**src/rtl/urc_pkg.sv**
```systemverilog
package urc_pkg;
  typedef enum logic [1:0] {
    END_NORMAL = 2'd0,
    END_RETRY  = 2'd1,
    END_DISC   = 2'd2,
    END_ABORT  = 2'd3
  } end_code_e;

  function automatic logic is_backoff_end(input logic [1:0] code);
    return code != END_NORMAL;
  endfunction
endpackage

```
**src/rtl/urc_backoff.sv**
```systemverilog
module urc_backoff #(
  parameter int BACKOFF_CYCLES = 2
) (
  input  logic       clk,
  input  logic       rst_n,
  input  logic       term_valid,
  input  logic [1:0] term_code,
  output logic       hold
);
  import urc_pkg::*;
  localparam int CNT_W = $clog2(BACKOFF_CYCLES + 1);

  logic [CNT_W-1:0] cnt_q, cnt_d;
  logic             bad_end;

  assign bad_end = term_valid && is_backoff_end(term_code);

  always_comb begin
    if (bad_end)
      cnt_d = CNT_W'(BACKOFF_CYCLES);
    else if (cnt_q != '0)
      cnt_d = cnt_q - 1'b1;
    else
      cnt_d = cnt_q;
  end

  assign hold = (cnt_d != '0);

  always_ff @(posedge clk or negedge rst_n) begin
    if (!rst_n) cnt_q <= '0;
    else        cnt_q <= cnt_d;
  end


  restart_on_end_chk: assert property (@(posedge clk) disable iff (!rst_n)
    bad_end |=> (cnt_q == CNT_W'(BACKOFF_CYCLES)));
endmodule

```
**src/rtl/urc_req_park.sv**
```systemverilog
module urc_req_park (
  input  logic clk,
  input  logic rst_n,
  input  logic pend,
  input  logic hold,
  input  logic gnt_low,
  input  logic busy,
  output logic req_q,
  output logic park_q
);
  always_ff @(posedge clk or negedge rst_n) begin
    if (!rst_n) begin
      req_q  <= 1'b0;
      park_q <= 1'b0;
    end else begin
      req_q  <= pend && !hold;
      park_q <= gnt_low && !req_q && !busy;
    end
  end


  park_when_idle_chk: assert property (@(posedge clk) disable iff (!rst_n)
    (gnt_low && !req_q && !busy) |=> park_q);

  park_drop_chk: assert property (@(posedge clk) disable iff (!rst_n)
    !gnt_low |=> !park_q);

  req_hold_chk: assert property (@(posedge clk) disable iff (!rst_n)
    (req_q && pend && !hold) |=> req_q);
endmodule

```
**src/rtl/urc_start.sv**
```systemverilog
module urc_start (
  input  logic clk,
  input  logic rst_n,
  input  logic pend,
  input  logic hold,
  input  logic gnt_low,
  input  logic req_q,
  input  logic park_q,
  input  logic term_valid,
  output logic busy_q,
  output logic start_q
);
  logic go;

  assign go = !busy_q && gnt_low && (req_q || park_q) && pend && !hold;

  always_ff @(posedge clk or negedge rst_n) begin
    if (!rst_n) begin
      busy_q  <= 1'b0;
      start_q <= 1'b0;
    end else begin
      start_q <= go;
      if (go)              busy_q <= 1'b1;
      else if (term_valid) busy_q <= 1'b0;
    end
  end


  start_after_grant_chk: assert property (@(posedge clk) disable iff (!rst_n)
    (req_q && gnt_low && !busy_q && pend && !hold) |=> start_q);

  start_single_chk: assert property (@(posedge clk) disable iff (!rst_n)
    start_q |=> !start_q);

  no_restart_busy_chk: assert property (@(posedge clk) disable iff (!rst_n)
    (busy_q && !term_valid) |=> !start_q);
endmodule

```
**src/rtl/upbus_req_ctrl.sv**
```systemverilog
module upbus_req_ctrl #(
  parameter int BACKOFF_CYCLES = 2
) (
  input  logic       clk,
  input  logic       rst_n,
  input  logic       work_pending,
  input  logic       req_queued,
  input  logic       gnt_n,
  input  logic       term_valid,
  input  logic [1:0] term_code,
  output logic       req_n,
  output logic       start,
  output logic       park_en
);
  import urc_pkg::*;

  logic pend, hold, gnt_low, req_q, park_q, busy_q, start_q;

  assign pend    = work_pending && req_queued;
  assign gnt_low = !gnt_n;

  urc_backoff #(.BACKOFF_CYCLES(BACKOFF_CYCLES)) u_backoff (
    .clk(clk), .rst_n(rst_n), .term_valid(term_valid),
    .term_code(term_code), .hold(hold)
  );

  urc_req_park u_req_park (
    .clk(clk), .rst_n(rst_n), .pend(pend), .hold(hold),
    .gnt_low(gnt_low), .busy(busy_q), .req_q(req_q), .park_q(park_q)
  );

  urc_start u_start (
    .clk(clk), .rst_n(rst_n), .pend(pend), .hold(hold),
    .gnt_low(gnt_low), .req_q(req_q), .park_q(park_q),
    .term_valid(term_valid), .busy_q(busy_q), .start_q(start_q)
  );

  assign req_n   = !req_q;
  assign start   = start_q;
  assign park_en = park_q;


  reset_quiet_chk: assert property (@(posedge clk)
    !rst_n |-> (req_n && !start && !park_en));

  req_needs_queued_chk: assert property (@(posedge clk) disable iff (!rst_n)
    !req_n |-> $past(work_pending && req_queued));

  backoff_first_chk: assert property (@(posedge clk) disable iff (!rst_n)
    $past(term_valid && is_backoff_end(term_code)) |-> req_n);
  // R5 (window of two clocks, default back-off length)
  backoff_second_chk: assert property (@(posedge clk) disable iff (!rst_n)
    $past(term_valid && is_backoff_end(term_code), 2) |-> req_n);

  normal_keeps_req_chk: assert property (@(posedge clk) disable iff (!rst_n)
    (!req_n && term_valid && term_code == END_NORMAL && work_pending && req_queued) |=> !req_n);

  parked_start_chk: assert property (@(posedge clk) disable iff (!rst_n)
    (park_en && !gnt_n && work_pending && req_queued && !hold && !busy_q) |=> start);
endmodule

```
**config.mk**
```make
export PLATFORM = sky130hd
export DESIGN_NAME = upbus_req_ctrl
export DESIGN_NICKNAME = d
export VERILOG_FILES = /design/src/rtl/urc_pkg.sv /design/src/rtl/urc_backoff.sv /design/src/rtl/urc_req_park.sv /design/src/rtl/urc_start.sv /design/src/rtl/upbus_req_ctrl.sv
export SDC_FILE = /design/constraint.sdc
export NUM_CORES = 1
export LEC_CHECK = 0
export BUFFER_PORTS_ARGS = -buffer_cell sky130_fd_sc_hd__buf_4
export CORE_AREA = 2 2 39 41
export CTS_BUF_LIST = sky130_fd_sc_hd__clkbuf_16
export DETAILED_ROUTE_END_ITERATION = 8
export DIE_AREA = 0 0 41 43
export PLACE_DENSITY = 0.43
export SYNTH_ARGS = -nofsm -noshare
export SYNTH_HDL_FRONTEND = slang
export SYNTH_SLANG_ARGS = --single-unit
```
**constraint.sdc**
```tcl
create_clock -name clk -period 1 [get_ports clk]
set_input_delay 0.15 -clock clk [delete_from_list [all_inputs] [get_ports clk]]
set_output_delay 0.15 -clock clk [all_outputs]
set_load 0.05 [all_outputs]
```
# ---- Yosys cells after proc, flatten, opt, wreduce, memory -nomap -nowiden
# Cells that the tools add are included.
dict set report classes {
  addsub 1
  n_mux 4
  n_reduce_logical 18
}
# operator count
set op_table {}
lappend op_table {{$logic_and 1x1->1} 9}
lappend op_table {{$reduce_bool 2->1} 4}
lappend op_table {{$logic_not 1->1} 4}
lappend op_table {{$mux 2} 2}
lappend op_table {{$mux 1} 2}
lappend op_table {{$sub 2x1->2 const B} 1}
lappend op_table {{$logic_or 1x1->1} 1}
dict set report word_totals {
  register_bits 6
  input_bits 8
}

# ---- Longest topological paths before layout
dict set report logic_depth {
  depth_word 7
  mapped_depth 2
  ltp_nobuf 2
}

# ---- Modules after synthesis
# A second synthesis with hierarchy kept.
dict set report hier_totals {
  hier_cells 21
  area_unflattened_um2 250.2
}
# module n_inst cells_per_inst area_each_um2 seq_area_each_um2
set by_module_without_submodules {}
lappend by_module_without_submodules {urc_start 1 7 86.3 50.0}
lappend by_module_without_submodules {urc_backoff 1 7 81.3 50.0}
lappend by_module_without_submodules {urc_req_park 1 4 68.8 50.0}
lappend by_module_without_submodules {upbus_req_ctrl 1 3 13.8 0.0}

# ---- Least setup slack after synthesis
# Ideal clock, no wire load.
dict set report synth_timing {
  kind {reg-to-reg}
  from {register u_req_park.park_q}
  to {register u_start.busy_q}
  arrival_time_ns 0.998
  slack_ns -0.101
  stages_incl_launch_ff 3
  period_less_slack_ns 1.101
  path_cell_list {dfrtp_1 -> nor2_1 -> o41ai_2}
}
dict set report synth_between {
  elab_chain_len 5
}
# item line
set synth_rtl {}
lappend synth_rtl {{start, declared} urc_req_park.sv:9} ;# output logic park_q
lappend synth_rtl {{start signal, assigned} urc_req_park.sv:17} ;# park_q <= gnt_low && !req_q && !busy;
lappend synth_rtl {{$logic_or 1x1->1 (*)} urc_start.sv:15} ;# assign go = !busy_q && gnt_low && (req_q || park_q) && pend && !hold;
lappend synth_rtl {{$logic_and 1x1->1 (*) (3 in series)} urc_start.sv:15}
lappend synth_rtl {{$mux 1 / $reduce_bool 2->1 (equally long branches)} -}
lappend synth_rtl {{end signal, assigned} urc_start.sv:19} ;# busy_q <= 1'b0;
lappend synth_rtl {{end signal, assigned} urc_start.sv:23} ;# if (go) busy_q <= 1'b1;
lappend synth_rtl {{end signal, assigned} urc_start.sv:24} ;# else if (term_valid) busy_q <= 1'b0;
lappend synth_rtl {{end, declared} urc_start.sv:10} ;# output logic busy_q,
# Every way passes the cells marked *; elsewhere a longest branch is shown, timed or not.
# A chain may end at the register's enable or synchronous reset.

# ---- Worst setup path in the final report
dict set report layout_timing {
  from {register u_start.busy_q}
  to {register u_start.busy_q}
}
dict set report layout_between {
  elab_chain_len 6
}
# item line
set layout_rtl {}
lappend layout_rtl {{$logic_not 1->1 (*)} urc_start.sv:15}
lappend layout_rtl {{$logic_and 1x1->1 (*) (4 in series)} urc_start.sv:15}
lappend layout_rtl {{$mux 1 / $reduce_bool 2->1 (equally long branches)} -}
# Marks and branches as above.

==> flow_metrics.env <==
export IMPL_startpoint_type="flip-flop"
export IMPL_htree_levels=1
export IMPL_syn_area_per_cell_sq_um=13.3
export IMPL_hold_path_class="input port to flip-flop"
export IMPL_cts_sinks=6
export IMPL_r2r_setup_slack_ps=2
export IMPL_ios=11
export IMPL_timing_final_max_slew_violations=0
export IMPL_die_area_sq_um=1760
export IMPL_comb_power_share_pct=9.6
export IMPL_power_switching_mw=0.181
export IMPL_clock_tree_root_cell="sky130_fd_sc_hd__clkbuf_16"
export IMPL_yosysWarningCount=0
export IMPL_holdCritStartpoint="gnt_n"
export IMPL_synth_ff_latch_count=6
export IMPL_die_h_um=43
export IMPL_reg2regPathDepth=2
export IMPL_rows=14
export IMPL_tritoncts="yes"
export IMPL_number_of_instances_in_the_synthesized_netlist=18
export IMPL_area_growth_syn_to_layout_pct=82.7
export IMPL_chipWidth_um=41
export IMPL_route_detailed_drc=0
export IMPL_commonest_non_fill_non_tap_cells_in_the_layout="sky130_fd_sc_hd__buf_4 (9), sky130_fd_sc_hd__dfrtp_1 (5), sky130_fd_sc_hd__nor2_1 (3), sky130_fd_sc_hd__clkbuf_16 (3), sky130_fd_sc_hd__inv_1 (2)"
export IMPL_syn_nets=26
export IMPL_grt_first_pass_wirelength_um=786
export IMPL_outcome="finished clean"
export IMPL_mostFrequentLayoutCell="sky130_fd_sc_hd__buf_4"
export IMPL_clock_power_share_pct=63.8
export IMPL_sort_of_element_at_the_end_of_the_critical_path="flip-flop"
export IMPL_dr_first_iter_drc_count=2
export IMPL_yosysTopAreaCellShare_pct=62.8
export IMPL_port_buffers=10
export IMPL_r2r_start="u_start.busy_q"
export IMPL_final_critical_path_setup_slack_ps=1.51
export IMPL_netlist_top_cell_by_area="sky130_fd_sc_hd__dfrtp_1"
export IMPL_groute_usage_overall_pct=7.37
export IMPL_timing_worst_slew_pin_value_ps=224
export IMPL_grt_setup_unrepaired="true"
export IMPL_fmax_mhz=1000
export IMPL_clock_latency_ps=220
export IMPL_timing_max_slew_rel_slack_pct=85.0
export IMPL_critPathTopFamily="flip-flops"
export IMPL_required_time_of_the_critical_path_ps=1120
export IMPL_critPathMaxFanout=3
export IMPL_path_buf_inv=0
export IMPL_switching_share_pct=18.0
export IMPL_core_area_sq_um=1380
export IMPL_antenna_violations_before_repair=0
export IMPL_p_leak_nw=0.208
export IMPL_power_density_nw_per_um2=2300
export IMPL_worst_path_max_delay_cell="sky130_fd_sc_hd__dfrtp_1"
export IMPL_max_cap_violations=0
export IMPL_grt_max_degree=7
export IMPL_avgRoutedWirePerCell_um=9.31
export IMPL_clk_transition_reported_paths_ps=30
export IMPL_cts_repair_timing_setup_buffer_count=0
export IMPL_vdd_ir_drop_worst_mv=1.18
export IMPL_clock_tree_buffer_depth=2
export IMPL_initial_core_util_pct=17.3
export IMPL_antenna_violating_nets_post_route=0
export IMPL_via_count=181
export IMPL_synth_seq_area_share_pct=62.8
export IMPL_cts_buffers=3
export IMPL_layout_cell_area_non_filler_sq_um=437
export IMPL_yosys_cell_types_count=11
export IMPL_synthTopCellsByArea="sky130_fd_sc_hd__dfrtp_1 (63%), sky130_fd_sc_hd__o41ai_2 (6.8%), sky130_fd_sc_hd__o21a_4 (6.3%), sky130_fd_sc_hd__nor2_1 (4.7%), sky130_fd_sc_hd__a21o_2 (3.7%)"
export IMPL_path_class="flip-flop to flip-flop"
export IMPL_finalSetupViolCount=0
export IMPL_global_route_overflow_total=0
export IMPL_wirelength_um=456
export IMPL_p_seq_share_pct=26.6
export IMPL_period_minus_slack_ps=998
export IMPL_antenna_diode_count=0
export IMPL_timing_critical_path_slowest_cell_delay_ps=360
export IMPL_critical_path_startpoint="u_start.busy_q"
export IMPL_drt_pass1_iterations=2
export IMPL_min_period_over_period_pct=99.8
export IMPL_holdPathEnd="u_start.start_q"
export IMPL_finalClockSkew_ps=2.61
export IMPL_layout_drive_gt1_share_pct=57.6
export IMPL_dpl_instance_area_sq_um=335
export IMPL_dp_slack_ps=11.6
export IMPL_syn_cell_area_sq_um=239
export IMPL_number_of_hold_violations_in_the_final_report=0
export IMPL_finish_net_count=42
export IMPL_r2r_end="u_start.busy_q"
export IMPL_cp_arrival_ps=1120
export IMPL_hold_path_depth=3
export IMPL_avgViaCountPerCell=3.69
export IMPL_place_gp_congestion=0.674
export IMPL_internal_power_mw=0.824
export IMPL_timing_critical_path_cells="or2_4, o41ai_2"
export IMPL_number_of_global_route_vias_before_repair=200
## worst register-to-register path: stages (launching register included)
cell and delay, ps:
sky130_fd_sc_hd__dfrtp_1 360, sky130_fd_sc_hd__or2_4 240, sky130_fd_sc_hd__o41ai_2 290
## logic make-up after synthesis
logic type	Yosys count	share of synthesized area [%]
buf+inv	1	1.57
simple gates	8	18.9
compound gates	3	16.8
flops	6	62.8
## registers in the layout (all words and copies together) (netlist names)
register           count
u_req_park.park_q      1
u_start.busy_q         1
u_req_park.req_q       1
u_backoff.cnt_q        2
u_start.start_q        1
## timing repair
item                                    CTS  global route
endpoints found under the setup margin    1             3
endpoints found under the hold margin     6             0
pin swaps                                 0             1
hold buffers                              1             0
resized for setup                         1             2
## Yosys cell counts
| cell | n |
|---|---|
| sky130_fd_sc_hd__a21o_2 | 1 |
| sky130_fd_sc_hd__dfrtp_1 | 6 |
| sky130_fd_sc_hd__inv_1 | 1 |
| sky130_fd_sc_hd__nand2b_1 | 1 |
| sky130_fd_sc_hd__nand3b_1 | 1 |
| sky130_fd_sc_hd__nor2_1 | 3 |
| sky130_fd_sc_hd__nor3b_1 | 1 |
| sky130_fd_sc_hd__nor4_1 | 1 |
| sky130_fd_sc_hd__o21a_4 | 1 |
| sky130_fd_sc_hd__o41ai_2 | 1 |
| sky130_fd_sc_hd__or2_2 | 1 |
## routing by layer
metal	vias to the layer above	track usage (%)	wire length, um
met5	-	0	0
met4	0	6.00	0
met3	0	5.24	57
met2	10	8.75	182
met1	78	8.50	216
li1	93	-	-
## power groups by stage
stage                     clock, mW  sequential (mW)  combinational (mW)
after global placement            0            0.269              0.0892
after global routing          0.681            0.270               0.105
after CTS                     0.654            0.267              0.0950
after detailed placement          0            0.270              0.0898
final                         0.641            0.267              0.0969
after floorplan                   0            0.283              0.0355
## worst max path at each step
stage / end / slack (ps) / cells past startpoint
floorplan: u_start.busy_q / 40 / 2
global placement: u_start.busy_q / 30 / 2
detailed placement: u_start.busy_q / 10 / 2
CTS: u_start.busy_q / 7 / 2
global route: u_start.busy_q / -60 / 2
finish: u_start.busy_q / 2 / 2
## layout make-up
class                           instances  area [sq um]
Fill cell                             150           947
Sequential cell                         6           151
Multi-Input combinational cell         11          93.8
Clock inverter                          1          3.75
Inverter                                1          3.75
Clock buffer                            3          75.1
Timing Repair Buffer                   11          88.8
Tap cell                               16          20.0
## metrics by stage
step                      utilization, %  setup TNS (ps)  hold slack, ps  power (mW)  cells
final                               31.6               0             195        1.01     49
after global routing                31.6           -81.7             200        1.06     49
after CTS                           30.9               0             207        1.02     49
after detailed placement            24.2               0           -37.5       0.360     44
after global placement              24.2               0           -40.5       0.358     44
after floorplan                        -               0            -146       0.318     18
(Power assumes the default switching activity.)
